`src/rtl/arith_pkg.sv`:
```
package arith_pkg;
  typedef enum logic [1:0] {
    YSEL_ZERO = 2'b00,
    YSEL_PASS = 2'b01,
    YSEL_INV  = 2'b10,
    YSEL_ONES = 2'b11
  } ysel_e;
endpackage

```
`src/rtl/yop_mux.sv`:
```
module yop_mux
  import arith_pkg::*;
(
  input  ysel_e sel,
  input  logic  b_bit,
  output logic  y_bit
);
  always_comb begin
    unique case (sel)
      YSEL_ZERO: y_bit = 1'b0;
      YSEL_PASS: y_bit = b_bit;
      YSEL_INV:  y_bit = ~b_bit;
      YSEL_ONES: y_bit = 1'b1;
      default:   y_bit = 1'b0;
    endcase
  end
endmodule

```
`src/rtl/fa_cell.sv`:
```
module fa_cell (
  input  logic x,
  input  logic y,
  input  logic ci,
  output logic s,
  output logic co
);
  logic half;
  always_comb begin
    half = x ^ y;
    s    = half ^ ci;
    co   = (x & y) | (half & ci);
  end
endmodule

```
`src/rtl/ripple_chain.sv`:
```
module ripple_chain #(
  parameter int W = 8
) (
  input  logic [W-1:0] x,
  input  logic [W-1:0] y,
  input  logic         cin,
  output logic [W-1:0] sum,
  output logic         c_into_top,
  output logic         cout
);
  logic [W:0] carry;

  assign carry[0] = cin;

  for (genvar i = 0; i < W; i++) begin : g_slice
    fa_cell u_fa (
      .x  (x[i]),
      .y  (y[i]),
      .ci (carry[i]),
      .s  (sum[i]),
      .co (carry[i+1])
    );
  end

  assign c_into_top = carry[W-1];
  assign cout       = carry[W];
endmodule

```
`src/rtl/arith_unit.sv`:
```
module arith_unit
  import arith_pkg::*;
#(
  parameter int N = 8
) (
  input  logic [N-1:0] a,
  input  logic [N-1:0] b,
  input  logic [1:0]   op_sel,
  input  logic         carry_in,
  output logic [N-1:0] result,
  output logic         carry_out,
  output logic         overflow
);
  localparam int MSB = N - 1;

  ysel_e        sel_q;
  logic [N-1:0] y_word;
  logic         c_msb_in;
  logic         c_msb_out;

  assign sel_q = ysel_e'(op_sel);

  for (genvar i = 0; i < N; i++) begin : g_ysel
    yop_mux u_mux (
      .sel   (sel_q),
      .b_bit (b[i]),
      .y_bit (y_word[i])
    );
  end

  ripple_chain #(.W(N)) u_chain (
    .x          (a),
    .y          (y_word),
    .cin        (carry_in),
    .sum        (result),
    .c_into_top (c_msb_in),
    .cout       (c_msb_out)
  );

  assign carry_out = c_msb_out;
  assign overflow  = c_msb_in ^ c_msb_out;

  logic unused_msb;
  assign unused_msb = (MSB >= 0);
endmodule

```
`config.mk`:
```
export PLATFORM = sky130hd
export DESIGN_NAME = arith_unit
export DESIGN_NICKNAME = d
export VERILOG_FILES = /design/src/rtl/arith_pkg.sv /design/src/rtl/yop_mux.sv /design/src/rtl/fa_cell.sv /design/src/rtl/ripple_chain.sv /design/src/rtl/arith_unit.sv
export SDC_FILE = /design/constraint.sdc
export NUM_CORES = 1
export LEC_CHECK = 0
export BUFFER_PORTS_ARGS = -buffer_cell sky130_fd_sc_hd__clkbuf_2
export CELL_PAD_IN_SITES_DETAIL_PLACEMENT = 0
export CELL_PAD_IN_SITES_GLOBAL_PLACEMENT = 2
export CORE_MARGIN = 1.5
export CORE_UTILIZATION = 23
export DETAILED_ROUTE_END_ITERATION = 16
export PLACE_DENSITY_LB_ADDON = 0.1
export SLEW_MARGIN = 20
export SYNTH_ARGS = -nofsm -noshare
export SYNTH_HDL_FRONTEND = slang
export SYNTH_SLANG_ARGS = --single-unit
```
`constraint.sdc`:
```
create_clock -name vclk -period 10.65
set_input_delay 1.065 -clock vclk [all_inputs]
set_output_delay 1.065 -clock vclk [all_outputs]
set_load 0.05 [all_outputs]
```
# --- Word level (Yosys, flattened, before mapping) ---
# Cells that the tools add are included.
classes:
  muxes: 8
  reduce_logical: 1
  eq_ne: 3
  n_bitwise: 49
ops:
  columns: ["op", "count"]
  rows:
  - ["$pmux 1 s4", 8]
  - ["$xor 1x1->1", 17]
  - ["$and 1x1->1", 16]
  - ["$not 1->1", 8]
  - ["$or 1x1->1", 8]
  - ["$eq 2x2->1 const B", 2]
  - ["$eq 2x1->1 const B", 1]
  - ["$logic_not 2->1", 1]
word_totals:
  word_cells: 61
  out_inout_bits: 10
  regBits: 0
  inputBits: 19

# --- Longest topological paths before layout ---
depth:
  ltp_word: 20
  ltp_mapped: 13
  ltp_nobuf: 12

# --- By module ---
# A second synthesis with hierarchy kept.
hier_totals:
  cells_unflattened: 17
  hier_area_um2: 289.0
by_module_without_submodules:
  columns: ["module", "instances", "seq_area_each_um2", "cells_per_inst", "area_per_inst_um2"]
  rows:
  - ["fa_cell", 8, 0.0, 1, 20.0]
  - ["yop_mux", 8, 0.0, 1, 15.0]
  - ["arith_unit", 1, 0.0, 1, 8.8]

# --- Worst setup path before layout ---
# No wires, ideal clock.
synth_path:
  kind: "in2out"
  start: "in b[0]"
  end: "out overflow"
  arrival_time_ns: 4.595
  n_path_buf: 0
  slack_ns: 4.990
  stages: 10
  t_required_ns: 9.585
  path_cell_list: "mux2i_1 fa_1 inv_1 fa_1 fa_1 fa_1 fa_1 fa_1 fa_1 xnor2_1"
synth_via:
  elab_chain_len: 20
  elab_cells_between_ends: 21
  classes_between: "mux: 1; bitwise: 20"
synth_rtl:
  columns: ["element", "line_no", "source"]
  rows:
  - ["start: declaration", "arith_unit.sv:7", "input logic [N-1:0] b,"]
  - ["$not 1->1", "yop_mux.sv:12", "YSEL_INV: y_bit = ~b_bit;"]
  - ["$pmux 1 s4 *", "yop_mux.sv:9", "unique case (sel)"]
  - ["$xor 1x1->1", "fa_cell.sv:10", "half = x ^ y;"]
  - ["$and 1x1->1", "fa_cell.sv:12", "co = (x & y) | (half & ci);"]
  - ["$or 1x1->1 *", "fa_cell.sv:12", null]
  - ["$and 1x1->1 *", "fa_cell.sv:12", null]
  - ["$or 1x1->1 *", "fa_cell.sv:12", null]
  - ["$and 1x1->1 *", "fa_cell.sv:12", null]
  - ["[... 4 more ...]", null, null]
  - ["$or 1x1->1 *", "fa_cell.sv:12", null]
  - ["$and 1x1->1 *", "fa_cell.sv:12", null]
  - ["$or 1x1->1 *", "fa_cell.sv:12", null]
  - ["$and 1x1->1 *", "fa_cell.sv:12", null]
  - ["$or 1x1->1 *", "fa_cell.sv:12", null]
  - ["$and 1x1->1", "fa_cell.sv:12", null]
  - ["$or 1x1->1", "fa_cell.sv:12", null]
  - ["$xor 1x1->1 *", "arith_unit.sv:41", "assign overflow = c_msb_in ^ c_msb_out;"]
  - ["end: declaration", "arith_unit.sv:12", "output logic overflow"]
# Every way passes the cells marked *; elsewhere a longest branch is shown, timed or not.

# --- Worst setup path in the final report ---
layout_path:
  start: "in op_sel[0]"
  end: "out result[7]"
layout_via:
  elab_chain_len: 18
  elab_cells_between_ends: 42
  classes_between: "eq/ne: 3; mux: 8; bitwise: 30; reduce/logical: 1"
layout_rtl:
  columns: ["element", "line_no", "source"]
  rows:
  - ["start: declaration", "arith_unit.sv:8", "input logic [1:0] op_sel,"]
  - ["$eq 2x2->1 (tied with other cells)", "yop_mux.sv:9", null]
  - ["$pmux 1 s4", "yop_mux.sv:9", null]
  - ["$xor 1x1->1", "fa_cell.sv:10", null]
  - ["$and 1x1->1", "fa_cell.sv:12", null]
  - ["$or 1x1->1", "fa_cell.sv:12", null]
  - ["$and 1x1->1", "fa_cell.sv:12", null]
  - ["$or 1x1->1", "fa_cell.sv:12", null]
  - ["$and 1x1->1", "fa_cell.sv:12", null]
  - ["[... 2 more ...]", null, null]
  - ["$or 1x1->1", "fa_cell.sv:12", null]
  - ["$and 1x1->1", "fa_cell.sv:12", null]
  - ["$or 1x1->1", "fa_cell.sv:12", null]
  - ["$and 1x1->1", "fa_cell.sv:12", null]
  - ["$or 1x1->1", "fa_cell.sv:12", null]
  - ["$and 1x1->1", "fa_cell.sv:12", null]
  - ["$or 1x1->1", "fa_cell.sv:12", null]
  - ["$xor 1x1->1 *", "fa_cell.sv:11", "s = half ^ ci;"]
  - ["end: declaration", "arith_unit.sv:10", "output logic [N-1:0] result,"]
# Marks and branches as above.

==> metrics.txt <==
initial antenna violation count 0; Netlist Area Pre-Place around 350 µm²; WP data required roughly 9.6 ns; slowest CP cell fa_1; status finished clean; pwr/cell area roughly 130 mW/mm²; antenna cells 0; GR Util All Layers a little under 8%; sequential cell area fraction in the yosys report 0%; dpl ws roughly 4.7 ns; Largest stage delay, worst path ~0.4 ns; Area Overhead vs Synth 30.0%; HPWL Detailed 633 µm; Ys Warns 0; Critical Path AT just under 5 ns; Max Clk Rate 170 MHz; worst setup margin roughly 4.8 ns; Worst-Margin Slew between 0.2 and 0.3 ns; P_leak 0.259 nW; hold crit path type input port to output port; routability cong. around 0.66; FF+latch area 0 µm²; chip width between 40 and 50 µm; share of cells above drive strength 1 64.8%; post-route cell area around 450 µm²; Final TNS setup 0 ns; GRT overflow 0; IO Pins 29; VDD IR max 0.0492 mV; Final Hold Viols 0; syn nets 60; CLK BUF 0; Placed Cells incl. Taps 69; Core Region about 0.0014 mm²; WL/cell 9.67 µm; nature of the critical path startpoint input port; postcts setup bufs 0; MaxCap Viol Count 0; largest area contributor in the netlist fa_1; routed wire length between 600 and 700 µm; Hold Slack around 2.6 ns; leading cell types in the layout, fill and taps excluded clkbuf_2, inv_1, fa_1; global-route wire length before repair about 1100 µm; vias after detailed routing approximately 280; worst-path cell chain clkbuf_2 > mux2i_1 > fa_1 > inv_1 > fa_1 > fa_1 > fa_1 > fa_1 > fa_1 > fa_1 > inv_1 > fa_1 > inv_1 > clkbuf_2; IO Port Bufs 29; Slew HR about four fifths; synth top area cells fa_1, mux2_2, buf_4; post-route DRC violation count 0; RSZ-0062 raised after global routing false; most used cell, CP fa_1; post-layout util 33.4%; vias in the first global route 288; num rows 13; final setup fails 0; initial core utilization between 20% and 30%; post-synth top area share between 40 and 50%; Die ar. ~0.0017 mm²; Routed Antenna Nets 0; pin count of the biggest net entering global routing 9; Die Height 41.8 µm; Area after DPL 450 µm²; CP max FO 8; CTS resizes 0; DR vias/cell ~4.0; period utilization between 50 and 60%; Max Transition Viols Final 0; crit end category output port; min Tclk post-route around 6 ns; Mean Syn Cell Area between 10 and 15 µm²; total power slightly below 0.06 mW; Pre-Repair DR Iteration Count 1; initial drt markers 0; flip-flop and latch count 0; critical path type input port to output port; Syn Inst Count 33; post-synthesis cell type count 6; Nets slightly above 80; most common cell after layout, fill and taps aside clkbuf_2; final std cells w/o fill roughly 70; hold_buf cts 0
cell type report:
type	instances	area (µm²)
multi-input cells	17	256
repair buffers	29	145
fillers	156	900
well taps	15	18.8
inverters	8	30.0
worst paths after layout:
check             startpoint        end  slack (ns)  depth (start not counted)
setup / recovery   op_sel[0]  result[7]        4.77                         14
hold / removal          a[5]  result[5]        2.65                          3
per-layer routing:
| layer | routed length, µm | share of wire (%) | global-route usage, % | vias up |
|---|---|---|---|---|
| met4 | 0 | 0 | 0 | 0 |
| li1 | - | - | - | 133 |
| met3 | 71 | 11 | 0.870 | 0 |
| met2 | 384 | 58 | 16.6 | 18 |
| met1 | 211 | 32 | 8.56 | 124 |
| met5 | 0 | 0 | 0 | - |
cells by family after synthesis:
kind of cell / Yosys count / synth area share (%)
adder cells (fa/ha/maj): 8 / 46.2
XOR/XNOR: 1 / 2.53
multiplexers: 8 / 25.3
buffers and inverters: 16 / 26.0
report_power, final:
group,switching [mW],internal (mW)
logic,0.0428,0.0149
registers,0,0
clock network,0,0
synthesized netlist by cell type, drive strengths merged:
library cell and instances:
buf 8, xnor2 1, fa 8, mux2 6, inv 8, mux2i 2
critical path: cells and delay by family:
| family | cells | cell delay (ns) |
|---|---|---|
| mux | 1 | 0.19 |
| buf+inv | 5 | 0.61 |
| fa+ha+maj | 8 | 2.96 |
Note: power is estimated with default switching activity, not from simulation.
